$ cat src/rtl/bdc_pkg.sv
package bdc_pkg;
  localparam int LANES = 4;

  typedef enum logic [2:0] {
    ST_IDLE, ST_ROW, ST_COL, ST_WAIT, ST_STRB, ST_BST, ST_DONE, ST_PRE
  } state_e;

  typedef struct packed {
    logic             wr;
    logic             instr;
    logic [LANES-1:0] be;
  } attr_t;

  function automatic logic row_open(state_e s);
    return (s == ST_ROW) || (s == ST_COL) || (s == ST_WAIT) ||
           (s == ST_STRB) || (s == ST_BST);
  endfunction

  function automatic logic col_strobe(state_e s);
    return (s == ST_STRB) || (s == ST_BST);
  endfunction
endpackage

$ cat src/rtl/bdc_seq.sv
module bdc_seq
  import bdc_pkg::*;
#(
  parameter int ADDR_W = 23
) (
  input  logic              clk,
  input  logic              rst_n,
  input  logic              cfg_fast,
  input  logic              req,
  input  logic              req_wr,
  input  logic              req_instr,
  input  logic [LANES-1:0]  req_be,
  input  logic [ADDR_W-1:0] req_addr,
  input  logic              burst_req,
  output state_e            state_q,
  output state_e            state_nxt,
  output logic              bank_q,
  output logic              bank_nxt,
  output attr_t             attr_q,
  output attr_t             attr_nxt,
  output logic              start_live,
  output logic              start_any,
  output logic [ADDR_W-1:0] start_addr
);
  logic              pend_q;
  attr_t             pend_attr_q;
  logic [ADDR_W-1:0] pend_addr_q;
  attr_t             live_attr;
  attr_t             start_attr;
  logic              accept_ok;
  logic              start_pend;

  assign live_attr  = '{wr: req_wr, instr: req_instr, be: req_be};
  assign accept_ok  = (state_q == ST_IDLE) || (state_q == ST_PRE);
  assign start_live = req && accept_ok && !pend_q;
  assign start_pend = pend_q && accept_ok;
  assign start_any  = start_live || start_pend;
  assign start_addr = start_pend ? pend_addr_q : req_addr;
  assign start_attr = start_pend ? pend_attr_q : live_attr;

  always_comb begin
    state_nxt = state_q;
    unique case (state_q)
      ST_IDLE, ST_PRE: state_nxt = start_any ? ST_ROW : ST_IDLE;
      ST_ROW:          state_nxt = ST_COL;
      ST_COL:          state_nxt = cfg_fast ? ST_STRB : ST_WAIT;
      ST_WAIT:         state_nxt = ST_STRB;
      ST_STRB, ST_BST: state_nxt = burst_req ? ST_BST : ST_DONE;
      ST_DONE:         state_nxt = ST_PRE;
      default:         state_nxt = ST_IDLE;
    endcase
  end

  always_comb begin
    if (start_any)              bank_nxt = start_addr[0];
    else if (state_nxt == ST_BST) bank_nxt = ~bank_q;
    else                        bank_nxt = bank_q;
  end

  assign attr_nxt = start_any ? start_attr : attr_q;

  always_ff @(posedge clk or negedge rst_n) begin
    if (!rst_n) begin
      state_q <= ST_IDLE;
      bank_q  <= 1'b0;
      attr_q  <= '0;
    end else begin
      state_q <= state_nxt;
      bank_q  <= bank_nxt;
      attr_q  <= attr_nxt;
    end
  end

  always_ff @(posedge clk or negedge rst_n) begin
    if (!rst_n) begin
      pend_q      <= 1'b0;
      pend_attr_q <= '0;
      pend_addr_q <= '0;
    end else if (req && !start_live) begin
      pend_q      <= 1'b1;
      pend_attr_q <= live_attr;
      pend_addr_q <= req_addr;
    end else if (start_pend) begin
      pend_q <= 1'b0;
    end
  end
endmodule

$ cat src/rtl/bdc_addr.sv
module bdc_addr
  import bdc_pkg::*;
#(
  parameter int MA_W = 11,
  localparam int ADDR_W = 2 * MA_W + 1
) (
  input  logic                 clk,
  input  logic                 rst_n,
  input  logic                 start_any,
  input  logic                 start_live,
  input  logic [ADDR_W-1:0]    start_addr,
  input  state_e               state_q,
  input  logic                 bank_q,
  output logic [1:0][MA_W-1:0] ma
);
  function automatic logic [MA_W-1:0] row_of(logic [ADDR_W-1:0] a);
    return a[ADDR_W-1 -: MA_W];
  endfunction

  function automatic logic [MA_W-1:0] col_of(logic [ADDR_W-1:0] a);
    return a[MA_W:1];
  endfunction

  // Column of the first word this bank serves when an access starts at a.
  function automatic logic [MA_W-1:0] first_col(logic [ADDR_W-1:0] a, int bank);
    return col_of(a) + MA_W'((bank == 0 && a[0]) ? 1 : 0);
  endfunction

  for (genvar b = 0; b < 2; b++) begin : g_bank
    logic [MA_W-1:0] col_q;
    logic [MA_W-1:0] ma_q;
    logic            hit_q;

    assign hit_q = col_strobe(state_q) && (bank_q == 1'(b));

    always_ff @(posedge clk or negedge rst_n) begin
      if (!rst_n) begin
        col_q <= '0;
        ma_q  <= '0;
      end else if (start_any) begin
        col_q <= first_col(start_addr, b);
        ma_q  <= row_of(start_addr);
      end else if (state_q == ST_ROW) begin
        ma_q <= col_q;
      end else if (hit_q) begin
        ma_q <= ma_q + 1'b1;
      end
    end

    // Only combinational route to the pins: row of the request being accepted.
    assign ma[b] = start_live ? row_of(start_addr) : ma_q;
  end
endmodule

$ cat src/rtl/bdc_strobe.sv
module bdc_strobe
  import bdc_pkg::*;
(
  input  logic                  clk,
  input  logic                  rst_n,
  input  state_e                state_q,
  input  state_e                state_nxt,
  input  logic                  bank_q,
  input  logic                  bank_nxt,
  input  attr_t                 attr_q,
  input  attr_t                 attr_nxt,
  output logic                  rdy,
  output logic [1:0]            ras_n,
  output logic [1:0][LANES-1:0] cas_n,
  output logic [1:0]            we_n,
  output logic [1:0]            wr_latch,
  output logic [1:0]            dbus_oe_n,
  output logic [1:0]            ibus_oe_n
);
  logic ras_on_nxt;
  logic cas_on_nxt;
  logic cas_on_q;

  assign ras_on_nxt = row_open(state_nxt);
  assign cas_on_nxt = col_strobe(state_nxt);
  assign cas_on_q   = col_strobe(state_q);

  always_ff @(posedge clk or negedge rst_n) begin
    if (!rst_n) rdy <= 1'b0;
    else        rdy <= cas_on_q;
  end

  for (genvar b = 0; b < 2; b++) begin : g_bank
    logic sel_nxt;
    logic sel_q;
    assign sel_nxt = cas_on_nxt && (bank_nxt == 1'(b));
    assign sel_q   = cas_on_q && (bank_q == 1'(b)) && !attr_q.wr;

    always_ff @(posedge clk or negedge rst_n) begin
      if (!rst_n) begin
        ras_n[b]     <= 1'b1;
        cas_n[b]     <= '1;
        we_n[b]      <= 1'b1;
        wr_latch[b]  <= 1'b0;
        dbus_oe_n[b] <= 1'b1;
        ibus_oe_n[b] <= 1'b1;
      end else begin
        ras_n[b]     <= !ras_on_nxt;
        cas_n[b]     <= sel_nxt ? ~attr_nxt.be : '1;
        we_n[b]      <= !(ras_on_nxt && attr_nxt.wr);
        wr_latch[b]  <= sel_nxt && attr_nxt.wr;
        dbus_oe_n[b] <= !(sel_q && !attr_q.instr);
        ibus_oe_n[b] <= !(sel_q && attr_q.instr);
      end
    end
  end
endmodule

$ cat src/rtl/burst_dram_ctrl.sv
module burst_dram_ctrl
  import bdc_pkg::*;
#(
  parameter int MA_W = 11,
  localparam int ADDR_W = 2 * MA_W + 1
) (
  input  logic              clk,
  input  logic              rst_n,
  input  logic              cfg_fast,
  input  logic              req,
  input  logic              req_wr,
  input  logic              req_instr,
  input  logic [LANES-1:0]  req_be,
  input  logic [ADDR_W-1:0] req_addr,
  input  logic              burst_req,
  output logic              rdy,
  output logic [MA_W-1:0]   ma_a,
  output logic [MA_W-1:0]   ma_b,
  output logic              ras_n_a,
  output logic              ras_n_b,
  output logic [LANES-1:0]  cas_n_a,
  output logic [LANES-1:0]  cas_n_b,
  output logic              we_n_a,
  output logic              we_n_b,
  output logic              wr_latch_a,
  output logic              wr_latch_b,
  output logic              dbus_oe_n_a,
  output logic              dbus_oe_n_b,
  output logic              ibus_oe_n_a,
  output logic              ibus_oe_n_b
);
  state_e                state_q, state_nxt;
  logic                  bank_q, bank_nxt;
  attr_t                 attr_q, attr_nxt;
  logic                  start_live, start_any;
  logic [ADDR_W-1:0]     start_addr;
  logic [1:0][MA_W-1:0]  ma;
  logic [1:0]            ras_n, we_n, wr_latch, dbus_oe_n, ibus_oe_n;
  logic [1:0][LANES-1:0] cas_n;

  // Named events for the checker.
  logic cas_act_a, cas_act_b;
  assign cas_act_a = (cas_n_a != '1);
  assign cas_act_b = (cas_n_b != '1);

  bdc_seq #(.ADDR_W(ADDR_W)) seq_i (
    .clk(clk), .rst_n(rst_n), .cfg_fast(cfg_fast), .req(req),
    .req_wr(req_wr), .req_instr(req_instr), .req_be(req_be),
    .req_addr(req_addr), .burst_req(burst_req),
    .state_q(state_q), .state_nxt(state_nxt), .bank_q(bank_q),
    .bank_nxt(bank_nxt), .attr_q(attr_q), .attr_nxt(attr_nxt),
    .start_live(start_live), .start_any(start_any), .start_addr(start_addr)
  );

  bdc_addr #(.MA_W(MA_W)) addr_i (
    .clk(clk), .rst_n(rst_n), .start_any(start_any), .start_live(start_live),
    .start_addr(start_addr), .state_q(state_q), .bank_q(bank_q), .ma(ma)
  );

  bdc_strobe strobe_i (
    .clk(clk), .rst_n(rst_n), .state_q(state_q), .state_nxt(state_nxt),
    .bank_q(bank_q), .bank_nxt(bank_nxt), .attr_q(attr_q), .attr_nxt(attr_nxt),
    .rdy(rdy), .ras_n(ras_n), .cas_n(cas_n), .we_n(we_n),
    .wr_latch(wr_latch), .dbus_oe_n(dbus_oe_n), .ibus_oe_n(ibus_oe_n)
  );

  assign ma_a        = ma[0];
  assign ma_b        = ma[1];
  assign ras_n_a     = ras_n[0];
  assign ras_n_b     = ras_n[1];
  assign cas_n_a     = cas_n[0];
  assign cas_n_b     = cas_n[1];
  assign we_n_a      = we_n[0];
  assign we_n_b      = we_n[1];
  assign wr_latch_a  = wr_latch[0];
  assign wr_latch_b  = wr_latch[1];
  assign dbus_oe_n_a = dbus_oe_n[0];
  assign dbus_oe_n_b = dbus_oe_n[1];
  assign ibus_oe_n_a = ibus_oe_n[0];
  assign ibus_oe_n_b = ibus_oe_n[1];
endmodule

$ cat config.mk
export PLATFORM = sky130hd
export DESIGN_NAME = burst_dram_ctrl
export DESIGN_NICKNAME = d
export VERILOG_FILES = /design/src/rtl/bdc_pkg.sv /design/src/rtl/bdc_seq.sv /design/src/rtl/bdc_addr.sv /design/src/rtl/bdc_strobe.sv /design/src/rtl/burst_dram_ctrl.sv
export SDC_FILE = /design/constraint.sdc
export NUM_CORES = 1
export LEC_CHECK = 0
export ABC_AREA = 1
export BUFFER_PORTS_ARGS = -buffer_cell sky130_fd_sc_hd__buf_2
export CAP_MARGIN = 10
export CORE_MARGIN = 4
export CORE_UTILIZATION = 30
export CTS_CLUSTER_SIZE = 25
export DETAILED_ROUTE_END_ITERATION = 8
export GPL_ROUTABILITY_DRIVEN = 0
export PLACE_DENSITY = 0.55
export SLEW_MARGIN = 40
export SYNTH_ARGS = -nofsm -noshare
export SYNTH_HDL_FRONTEND = slang
export SYNTH_SLANG_ARGS = --single-unit
$ cat constraint.sdc
create_clock -name clk -period 2.3 [get_ports clk]
set_input_delay 0.23 -clock clk [delete_from_list [all_inputs] [get_ports clk]]
set_output_delay 0.23 -clock clk [all_outputs]
set_load 0.01 [all_outputs]
# ---- Yosys cells after proc, flatten, opt, wreduce, memory -nomap -nowiden
# Index checks and enable logic that the tools add are counted.
dict set report classes {
  n_addsub 3
  n_eq_ne 12
  n_mux 22
  bitwise 3
  reduce_logical 41
}
# op n
set ops {}
lappend ops {{11-bit two-way mux} 8}
lappend ops {{23-bit two-way mux} 1}
lappend ops {{11-bit by 1-bit adder with 11-bit output (second input constant)} 2}
lappend ops {{3-bit equality test (second input constant)} 6}
lappend ops {{3-bit case mux with 6 select lines} 1}
lappend ops {{1-bit logical AND} 17}
lappend ops {{3-bit by 2-bit equality test with 1-bit output (second input constant)} 4}
lappend ops {{6-bit two-way mux} 2}
lappend ops {{11-bit adder} 1}
lappend ops {{1-bit zero test} 10}
lappend ops {{1-bit logical OR} 8}
lappend ops {{4-bit two-way mux} 2}
lappend ops {{3-bit by 1-bit equality test with 1-bit output (second input constant)} 2}
lappend ops {{1-bit two-way mux} 6}
lappend ops {{3-bit nonzero test} 2}
lappend ops {{4-bit inverter} 1}
lappend ops {{2-bit OR reduction} 2}
lappend ops {{3-bit zero test} 1}
lappend ops {{3-bit two-way mux} 1}
lappend ops {{2-bit two-way mux} 1}
lappend ops {{1-bit inverter} 2}
lappend ops {{2-bit nonzero test} 1}
dict set report word_totals {
  regBits 101
  inputBits 34
  output_inout_bits 41
  wordCells 106
}

# ---- Logic depth before layout (Yosys ltp)
# Gate-level depths: netlist of run 1.
dict set report depth {
  word_depth 14
  depth_mapped 14
  mapped_depth_nobuf 13
}

# ---- Cells and area by module
# Synthesis of run 1 repeated with hierarchy kept, for this count alone.
dict set report hier_totals {
  hier_cells 734
  hier_area_um2 5596.6
}
# module instances cells_per_inst area_each_um2 seq_area_each_um2
set modules_own_cells {}
lappend modules_own_cells {bdc_addr 1 431 2916.5 1101.1}
lappend modules_own_cells {bdc_seq 1 254 2065.7 1001.0}
lappend modules_own_cells {bdc_strobe 1 49 614.3 442.9}

# ---- Worst setup path after synthesis of run 1
# OpenSTA, ideal clock, no wires.
dict set report synth_timing {
  kind {register to register}
  start {register seq_i.state_q[1]}
  end {register addr_i.g_bank[0].col_q[8]}
  setup_ns 0.124
  t_arrival_ns 1.921
  required_ns 2.176
  setup_slack_ns 0.255
  path_stages_with_launch 15
  n_path_buf 2
  synth_period_minus_slack_ns 2.045
  path_cell_list {dfrtp_1 nand2_1 nand2_2 nand3_2 buf_6 buf_2 nand2_1 nand2_1 ha_1 ha_1 nand3_1 nor2_2 nand2_1 nand2_1 nand3_1}
}
dict set report synth_between {
  word_cells_on_any_way 10
  classes_between {1 x add/sub; 1 x eq/ne; 2 x mux; 6 x reduce/logical}
}
# item line
set synth_rtl {}
lappend synth_rtl {{from (decl)} bdc_seq.sv:15} ;# output state_e state_q,
lappend synth_rtl {{from (signal assigned)} bdc_seq.sv:68} ;# state_q <= state_nxt;
lappend synth_rtl {{3-bit equality test / 3-bit zero test (equally long branches)} bdc_seq.sv:34} ;# assign accept_ok = (state_q == ST_IDLE) || (state_q == ST_PRE);
lappend synth_rtl {{1-bit logical OR *} bdc_seq.sv:34}
lappend synth_rtl {{1-bit logical AND *} bdc_seq.sv:36} ;# assign start_pend = pend_q && accept_ok;
lappend synth_rtl {{23-bit two-way mux *} bdc_seq.sv:38} ;# assign start_addr = start_pend ? pend_addr_q : req_addr;
lappend synth_rtl {{net addr_i.start_addr[1]} bdc_addr.sv:11} ;# input logic [ADDR_W-1:0] start_addr,
lappend synth_rtl {{11-bit adder *} bdc_addr.sv:26} ;# return col_of(a) + MA_W'((bank == 0 && a[0]) ? 1 : 0);
lappend synth_rtl {{to (signal assigned)} bdc_addr.sv:41} ;# col_q <= first_col(start_addr, b);
lappend synth_rtl {{to (decl)} bdc_addr.sv:30} ;# logic [MA_W-1:0] col_q;
# Mark *: on every way through the listed nets, which the timed path passes. The rest lies on a longest branch.
# A chain may end at the register's enable or synchronous reset.

# ---- Worst setup path in the final report of run 1
dict set report layout_timing {
  start {register seq_i.state_q[1]}
  end {output ma_a[1]}
}
dict set report layout_between {
  elab_chain_cells 5
  word_cells_on_any_way 8
  classes_between {1 x eq/ne; 2 x mux; 5 x reduce/logical}
}
# item line
set layout_lines {}
lappend layout_lines {{3-bit equality test / 3-bit zero test (equally long branches)} bdc_seq.sv:34}
lappend layout_lines {{1-bit logical OR *} bdc_seq.sv:34}
lappend layout_lines {{1-bit logical AND, on equally long branches} {bdc_seq.sv:36, bdc_seq.sv:35}}
lappend layout_lines {{23-bit two-way mux / 1-bit logical AND (equally long branches)} {bdc_seq.sv:38, bdc_seq.sv:35}}
lappend layout_lines {{11-bit two-way mux *} bdc_addr.sv:51} ;# assign ma[b] = start_live ? row_of(start_addr) : ma_q;
lappend layout_lines {{to (decl)} burst_dram_ctrl.sv:17} ;# output logic [MA_W-1:0] ma_a,
# Mark *: on every way between the ends. The rest lies on a longest branch, timed or not.

==> metrics.txt, run 1 <==
# TYPE chip_impl_metric gauge
chip_impl_metric{name="dp.final_hpwl",unit="µm"} 11000
chip_impl_info{name="grt_setup_unrepaired",value="yes"} 1
chip_impl_metric{name="floorplan.die.width",unit="µm"} 142
chip_impl_metric{name="timing.final.max_slew_violations",unit=""} 0
chip_impl_metric{name="io_buffers",unit=""} 74
chip_impl_info{name="cts.root.buffer_cell",value="clkbuf_16"} 1
chip_impl_metric{name="drive_above_1_share",unit="%"} 23.7
chip_impl_metric{name="register_area",unit="µm²"} 2550
chip_impl_info{name="worstSetupEndpointType",value="output pin"} 1
chip_impl_info{name="synth_area_leader_cell",value="dfrtp_1"} 1
chip_impl_metric{name="drt_pass1_iterations",unit=""} 4
chip_impl_metric{name="final_hold_viol_count",unit=""} 0
chip_impl_metric{name="fin_crit_sh",unit="%"} 97.1
chip_impl_metric{name="design.final.nets",unit=""} 821
chip_impl_metric{name="hold-path-cell-count",unit=""} 2
chip_impl_metric{name="timing_worst_slew_pin_value",unit="ns"} 0.575
chip_impl_metric{name="yosys_register_bits",unit=""} 101
chip_impl_metric{name="floorplan.rows",unit=""} 48
chip_impl_info{name="r2r-start",value="seq_i.state_q[1]"} 1
chip_impl_metric{name="ff2ff_setup_slack",unit="ns"} 0.16
chip_impl_metric{name="wire_per_inst",unit="µm"} 14.9
chip_impl_metric{name="simple_logic_cell_fraction_of_the_synthesized_area",unit="%"} 25.8
chip_impl_metric{name="critical_path_peak_fanout",unit=""} 7
chip_impl_metric{name="async_reset_ff_share",unit="%"} 100
chip_impl_metric{name="drc",unit=""} 0
chip_impl_metric{name="global_route.overflow_total",unit=""} 0
chip_impl_info{name="main_combinational_cell_family_by_area_after_synthesis",value="simple AND/OR/NAND/NOR gates"} 1
chip_impl_metric{name="cts.sink_count",unit=""} 101
chip_impl_metric{name="cellLeakagePower",unit="µW"} 0.00323
chip_impl_metric{name="die_area",unit="µm²"} 20200
chip_impl_metric{name="design.portCount",unit=""} 75
chip_impl_metric{name="viasPerCell",unit=""} 4.74
chip_impl_metric{name="detail_route.wirelength",unit="µm"} 15000
chip_impl_metric{name="cts.reportedPaths.clkPinSlew",unit="ns"} 0.07
chip_impl_metric{name="max_capacitance_violation_count",unit=""} 0
chip_impl_metric{name="initial_antenna_violation_count",unit=""} 0
chip_impl_metric{name="synth_area_in_compound_gates",unit="%"} 13.4
chip_impl_info{name="rr_endpoint",value="addr_i.g_bank[0].col_q[10]"} 1
chip_impl_metric{name="synth_seq_area_share",unit="%"} 47.2
chip_impl_info{name="worstSetupStartpointType",value="flop"} 1
chip_impl_metric{name="yosys_warnings",unit=""} 0
chip_impl_metric{name="xor_xnor_fraction_of_synth_area",unit="%"} 0.975
chip_impl_metric{name="maxClockFrequency",unit="GHz"} 0.448
chip_impl_metric{name="buffer_depth_of_the_longest_clock_path",unit=""} 2
chip_impl_info{name="hold_class",value="input pin to flop"} 1
chip_impl_info{name="yosys_most_used_dff",value="dfrtp_1"} 1
chip_impl_metric{name="setup_viol",unit=""} 0
chip_impl_metric{name="core_region_area",unit="µm²"} 17500
chip_impl_metric{name="worstRegToRegCells",unit=""} 13
chip_impl_metric{name="multi_input_area",unit="µm²"} 2420
chip_impl_metric{name="timing.setup.tns",unit="ns"} 0
chip_impl_info{name="most_used_standard_cells_in_the_synthesized_netlist",value="nand2_1, dfrtp_1, inv_1"} 1
chip_impl_metric{name="synth.lib_cells_used.distinct",unit=""} 33
chip_impl_metric{name="syn_avg_cell_area",unit="µm²"} 7.73
chip_impl_metric{name="p_per_area",unit="nW/µm²"} 1610
chip_impl_metric{name="syn-num-nets",unit=""} 735
chip_impl_metric{name="wire_length_of_the_first_global_routing_pass",unit="µm"} 24000
chip_impl_metric{name="num_antenna_cells",unit=""} 0
chip_impl_info{name="cts_tree",value="done"} 1
chip_impl_info{name="crit_path_start",value="seq_i.state_q[1]"} 1
chip_impl_info{name="timing_worst_setup_path_type",value="flop to output pin"} 1
chip_impl_metric{name="maxSlewHeadroom",unit="%"} 61.4
chip_impl_info{name="hp-start",value="req_addr[7]"} 1
chip_impl_metric{name="grt_pass1_vias",unit=""} 4629
chip_impl_metric{name="number_of_synthesized_flops_with_an_enable_pin",unit=""} 0
chip_impl_metric{name="syn_inst",unit=""} 697
chip_impl_info{name="yosysMostFrequentCell",value="nand2_1"} 1
chip_impl_metric{name="synthAdderAreaFrac",unit="%"} 0.929
chip_impl_metric{name="drt.antenna.violating_nets",unit=""} 0
chip_impl_metric{name="dp.cells",unit=""} 984
chip_impl_metric{name="cp_data_required_time",unit="ns"} 2.07
chip_impl_metric{name="final_instance_count_without_filler_cells",unit=""} 1013
chip_impl_metric{name="mappedNetlistArea",unit="µm²"} 5390
chip_impl_info{name="synthTopCellsByArea",value="dfrtp_1, nand2_1, o21ai_0"} 1
chip_impl_info{name="status",value="completed"} 1
chip_impl_metric{name="via_count",unit=""} 4802
chip_impl_metric{name="cts_max_level",unit=""} 3
chip_impl_metric{name="post-synth-top-area-fraction",unit="%"} 40.4
chip_impl_metric{name="post_synth_mux_area_share",unit="%"} 2.30
chip_impl_metric{name="gr-usage-all-layers",unit="%"} 14.8
chip_impl_metric{name="fill_cells",unit=""} 1810
chip_impl_metric{name="crit_path_arrival_time",unit="ns"} 2.00
chip_impl_metric{name="fin_worst_skew",unit="ns"} 0.00763
chip_impl_metric{name="cts_buffers",unit=""} 9
chip_impl_metric{name="effective_utilization_at_floorplan",unit="%"} 30.8
chip_impl_metric{name="die-height",unit="µm"} 142
chip_impl_metric{name="ir_drop",unit="mV"} 0.492
chip_impl_info{name="worst_hold_path.endpoint",value="seq_i.pend_addr_q[7]"} 1
chip_impl_metric{name="synthToLayoutAreaGrowth",unit="%"} 23.3
chip_impl_metric{name="min_clock_period_post_route",unit="ns"} 2.23
chip_impl_metric{name="clock_latency",unit="ns"} 0.34
chip_impl_metric{name="drt_iter0_drc",unit=""} 297
chip_impl_metric{name="pin_count_of_the_biggest_net_entering_global_routing",unit=""} 51
-- logic make-up after synthesis --
group	Yosys count
buffers and inverters	116
multiplexers	11
AO/OA/AOI/OAI	132
AND/OR/NAND/NOR	327
flip-flops	101
XOR/XNOR	6
adder cells (fa/ha/maj)	4
-- flip-flops by register name, summed over array words and instances (netlist names) --
signal / count
seq_i.attr_q: 6
strobe_i.cas_n: 8
seq_i.pend_addr_q: 23
strobe_i.we_n: 1
seq_i.pend_q: 1
addr_i.g_bank.col_q: 22
seq_i.state_q: 3
seq_i.pend_attr_q: 6
strobe_i.rdy: 1
strobe_i.wr_latch: 2
strobe_i.ras_n: 1
strobe_i.dbus_oe_n: 2
seq_i.bank_q: 1
strobe_i.ibus_oe_n: 2
addr_i.g_bank.ma_q: 22
-- where the power goes --
group | switching (µW) | internal, µW
Clock | 694 | 777
Sequential | 462 | 2600
Combinational | 3840 | 2310
-- cell usage in the layout (no fill, tap or decap), types with 5 or more instances in the layout --
cell type / instances
mux2_2: 7
dfrtp_1: 85
nand2_2: 6
inv_1: 76
a31oi_1: 16
buf_2: 72
nand4_1: 14
xor2_1: 6
or2_2: 5
nor3_1: 6
nor2_1: 49
buf_12: 5
o21ai_1: 15
o21ai_0: 58
a21oi_1: 23
buf_4: 23
nand2_1: 192
dfstp_2: 14
o21ai_2: 10
nand3_1: 44
clkbuf_16: 13
-- stage by stage --
step | util (%) | setup WS [ns] | hold WS (ns) | power [µW] | area [µm²]
floorplan | - | 0.255 | -0.0656 | 6930 | 5390
global placement | 34.7 | 0.202 | 0.136 | 8590 | 6060
detailed placement | 34.7 | 0.100 | 0.133 | 8660 | 6060
CTS | 36.7 | 0.0115 | 0.103 | 10300 | 6420
global route | 38.0 | -0.0237 | 0.117 | 11700 | 6650
finish | 38.0 | 0.0665 | 0.118 | 10700 | 6650
-- worst max-delay path: stages (launching register included) --
cell,delay [ns]
dfrtp_2,0.46
o21ai_4,0.21
buf_6,0.13
nand2_2,0.06
nor2_1,0.11
nand2_2,0.09
inv_4,0.11
clkbuf_16,0.16
nand2_1,0.07
nand2_1,0.12
buf_2,0.15
-- metal layers --
metal,GRT usage (%),up-vias,wire [µm]
met1,21.0,2275,7170
li1,-,2428,-
met5,0,-,0
met3,2.52,9,593
met4,3.74,0,145
met2,23.6,90,7140
-- cell type report --
class	count	share of cell area (%)
Clock buffer	11	3.65
Timing Repair Buffer	109	11.9
Multi-Input combinational cell	480	36.5
Tap cell	225	4.24
Inverter	82	4.74
Clock inverter	5	0.621
Sequential cell	101	38.3
-- timing repair --
item / CTS / global route
setup endpoints to repair: 22 / 33
setup buffers: 5 / 3
gates cloned: 0 / 4
pin swaps: 2 / 4
resized for setup: 10 / 41
hold endpoints to repair: 15 / 0
hold buffers: 1 / 0
-- worst max-delay path by stage --
stage / endpoint / slack, ns / cells past startpoint
final: ma_a[1] / 0.07 / 10
after CTS: addr_i.g_bank[0].col_q[10] / 0.01 / 13
after global placement: addr_i.g_bank[0].ma_q[4] / 0.20 / 9
after global routing: addr_i.g_bank[1].ma_q[8] / -0.02 / 9
after detailed placement: addr_i.g_bank[0].col_q[10] / 0.1 / 12
after floorplan: addr_i.g_bank[0].col_q[8] / 0.26 / 14
No activity file was read; power rests on OpenSTA's default activity.
==> inputs of run 2 (changes only) <==
- BUFFER_PORTS_ARGS: -buffer_cell sky130_fd_sc_hd__buf_2 -> not set
- DONT_BUFFER_PORTS: not set -> 1
- PLACE_DENSITY: 0.55 -> 0.52
==> run 2 against run 1 <==
Net effect: the flow now finishes with violations (hold timing); register-to-register slack improved by 0.04 ns; routed wire length decreased by 1.7%; total power decreased by 1.9%; sequential power increased by 2%; critical path depth unchanged; largest cell class unchanged; largest power group unchanged; highest routed layer unchanged.
==> metrics.txt, run 2 (same netlist as run 1, synthesis figures left out) <==
# TYPE chip_impl_metric gauge
chip_impl_metric{name="drt_pass1_iterations",unit=""} 5
chip_impl_metric{name="largest_register_ffs",unit=""} 23
chip_impl_info{name="top_register_by_number_of_flip_flops",value="seq_i.pend_addr_q"} 1
chip_impl_metric{name="die-height",unit="µm"} 142
chip_impl_info{name="critPathSlowestCell",value="dfrtp_1"} 1
chip_impl_metric{name="final_hold_viol_count",unit=""} 101
chip_impl_metric{name="finalHoldWorstSlack",unit="ns"} -0.435
chip_impl_info{name="largestRegisters",value="seq_i.pend_addr_q x23, addr_i.g_bank.col_q x22, addr_i.g_bank.ma_q x22"} 1
chip_impl_metric{name="min_clock_period_post_route",unit="ns"} 2.23
chip_impl_metric{name="cellLeakagePower",unit="µW"} 0.00299
chip_impl_metric{name="final.setup.worst_slack",unit="ns"} 0.0701
chip_impl_metric{name="num_antenna_cells",unit=""} 0
chip_impl_metric{name="wire_per_inst",unit="µm"} 15.7
chip_impl_metric{name="drt_iter0_drc",unit=""} 380
chip_impl_metric{name="effective_utilization_at_floorplan",unit="%"} 30.8
chip_impl_metric{name="pre_cts_ws",unit="ns"} 0.104
chip_impl_metric{name="core_region_area",unit="µm²"} 17500
chip_impl_metric{name="p_per_area",unit="nW/µm²"} 1650
chip_impl_info{name="r2r-start",value="seq_i.state_q[0]"} 1
chip_impl_info{name="layout.cells.most_common",value="nand2_1"} 1
chip_impl_metric{name="final_instance_count_without_filler_cells",unit=""} 941
chip_impl_metric{name="setup_viol",unit=""} 0
chip_impl_info{name="worstSetupEndpointType",value="output pin"} 1
chip_impl_metric{name="via_count",unit=""} 4467
chip_impl_info{name="failed_checks",value="hold timing"} 1
chip_impl_metric{name="worstRegToRegCells",unit=""} 12
chip_impl_metric{name="ff2ff_setup_slack",unit="ns"} 0.20
chip_impl_info{name="mostFrequentLayoutCells",value="nand2_1, dfrtp_1, inv_1"} 1
chip_impl_metric{name="cp_data_required_time",unit="ns"} 2.07
chip_impl_metric{name="timing_worst_slew_pin_value",unit="ns"} 0.597
chip_impl_metric{name="grt_pass1_vias",unit=""} 4187
chip_impl_metric{name="clock_latency",unit="ns"} 0.35
chip_impl_metric{name="critical_path_buf_inv_count",unit=""} 4
chip_impl_metric{name="timing.final.max_slew_violations",unit=""} 0
chip_impl_metric{name="pin_count_of_the_biggest_net_entering_global_routing",unit=""} 102
chip_impl_info{name="worstSetupStartpointType",value="flop"} 1
chip_impl_metric{name="path_depth",unit=""} 10
chip_impl_metric{name="initial_antenna_violation_count",unit=""} 0
chip_impl_metric{name="critical_path_peak_fanout",unit=""} 8
chip_impl_info{name="critical-path-top-delay-family",value="buffers and inverters"} 1
chip_impl_metric{name="maxSlewHeadroom",unit="%"} 60.2
chip_impl_metric{name="ir_drop",unit="mV"} 0.504
chip_impl_metric{name="cts_buffers",unit=""} 9
chip_impl_metric{name="drc",unit=""} 0
chip_impl_metric{name="design.final.nets",unit=""} 749
chip_impl_metric{name="wire_length_of_the_first_global_routing_pass",unit="µm"} 23500
chip_impl_info{name="critical-path-top-cell-by-count",value="nand2_4"} 1
chip_impl_metric{name="detail_route.wirelength",unit="µm"} 14800
chip_impl_metric{name="buffer_depth_of_the_longest_clock_path",unit=""} 2
chip_impl_metric{name="drive_above_1_share",unit="%"} 18.0
chip_impl_metric{name="postCtsHoldBufs",unit=""} 3
chip_impl_metric{name="fin_crit_sh",unit="%"} 97.0
chip_impl_info{name="cts_tree",value="done"} 1
chip_impl_metric{name="floorplan.die.width",unit="µm"} 142
chip_impl_metric{name="synthToLayoutAreaGrowth",unit="%"} 18.2
chip_impl_metric{name="dp.final_hpwl",unit="µm"} 10500
chip_impl_metric{name="maxClockFrequency",unit="GHz"} 0.448
chip_impl_info{name="rr_endpoint",value="addr_i.g_bank[0].col_q[8]"} 1
chip_impl_metric{name="io_buffers",unit=""} 0
chip_impl_metric{name="cts.reportedPaths.clkPinSlew",unit="ns"} 0.08
chip_impl_info{name="hold_class",value="input pin to async pin"} 1
chip_impl_info{name="cts.root.buffer_cell",value="clkbuf_16"} 1
chip_impl_metric{name="fin_worst_skew",unit="ns"} 0.00795
chip_impl_metric{name="cts_max_level",unit=""} 3
chip_impl_metric{name="drt.antenna.violating_nets",unit=""} 0
chip_impl_metric{name="max_capacitance_violation_count",unit=""} 0
chip_impl_info{name="timing_worst_setup_path_type",value="flop to output pin"} 1
chip_impl_metric{name="cts.sink_count",unit=""} 101
chip_impl_metric{name="fin_util",unit="%"} 36.4
chip_impl_info{name="crit_end",value="ma_b[5]"} 1
chip_impl_info{name="crit_path_start",value="seq_i.state_q[0]"} 1
chip_impl_metric{name="design.portCount",unit=""} 75
chip_impl_metric{name="viasPerCell",unit=""} 4.75
chip_impl_info{name="timing.critical_path.cells",value="o21ai_2 > buf_6 > nand2_4 > nor2_4 > nand2_4 > clkinvlp_4 > buf_12 > clkbuf_16 > nand2_4 > o21ai_2"} 1
chip_impl_info{name="status",value="finished, violations left"} 1
chip_impl_metric{name="global_route.overflow_total",unit=""} 0
chip_impl_metric{name="floorplan.rows",unit=""} 48
chip_impl_metric{name="critical_path.max_stage_delay",unit="ns"} 0.43
chip_impl_metric{name="die_area",unit="µm²"} 20200
chip_impl_metric{name="gr-usage-all-layers",unit="%"} 14.8
chip_impl_metric{name="p_total",unit="µW"} 10500
chip_impl_metric{name="dp.cells",unit=""} 908
chip_impl_info{name="grt_setup_unrepaired",value="yes"} 1
chip_impl_metric{name="crit_path_arrival_time",unit="ns"} 2.00
==> run 2: cell types whose count changed in the layout (fill, tap and decap cells not counted), sizes merged <==
| cell | change |
|---|---|
| buf | -73 |
| clkinv | +1 |
| dlygate4sd3 | +2 |
| inv | +1 |
| clkinvlp | +1 |
| clkbuf | -4 |
==> run 2: worst min path at each step <==
stage          start                        end  slack, ns  depth (start not counted)
2_1_floorplan  rst_n  addr_i.g_bank[0].col_q[0]      -0.07                          0
3_3_place_gp   rst_n            seq_i.attr_q[1]      -0.06                          0
3_5_place_dp   rst_n            seq_i.attr_q[3]      -0.06                          0
4_1_cts        rst_n       seq_i.pend_attr_q[3]      -0.45                          0
5_1_grt        rst_n       seq_i.pend_attr_q[1]      -0.46                          0
6_report       rst_n            seq_i.attr_q[1]      -0.44                          0
==> run 2: repair_timing <==
action | 4_1_cts | 5_1_grt
pin swaps | 1 | 3
hold endpoints to repair | 104 | 101
endpoints found under the setup margin | 22 | 33
setup buffers | 4 | 6
gates cloned | 1 | 3
gates resized for setup | 36 | 46
==> run 2: area by class of cell <==
cell class	count	area, µm²
tap	225	282
multi-input combinational	480	2530
clock inverter	7	65.1
sequential	101	2540
timing repair buffer	36	394
inverter	82	317
timing repair inverter	1	7.51
clock buffer	9	225
fill	1770	11100
==> run 2: routing by layer <==
| metal | vias up | part of all wire (%) | global-route usage [%] | wire, µm |
|---|---|---|---|---|
| met4 | 0 | 1.0 | 3.89 | 150 |
| met5 | - | 0 | 0 | 0 |
| met1 | 2103 | 49 | 21.3 | 7190 |
| met3 | 10 | 3.2 | 2.86 | 470 |
| li1 | 2285 | - | - | - |
| met2 | 69 | 47 | 23.1 | 6990 |
==> run 2: power by group <==
group | switching, µW | internal [µW] | total, µW
Clock | 753 | 764 | 1520
Sequential | 508 | 2600 | 3110
Combinational | 3780 | 2080 | 5860
==> run 2: per-stage QoR <==
step / cell area (µm²) / setup TNS [ns]
6_report: 6370 / 0
5_1_grt: 6370 / -0.290
4_1_cts: 6080 / 0
3_5_place_dp: 5660 / 0
3_3_place_gp: 5660 / 0
2_1_floorplan: 5390 / 0
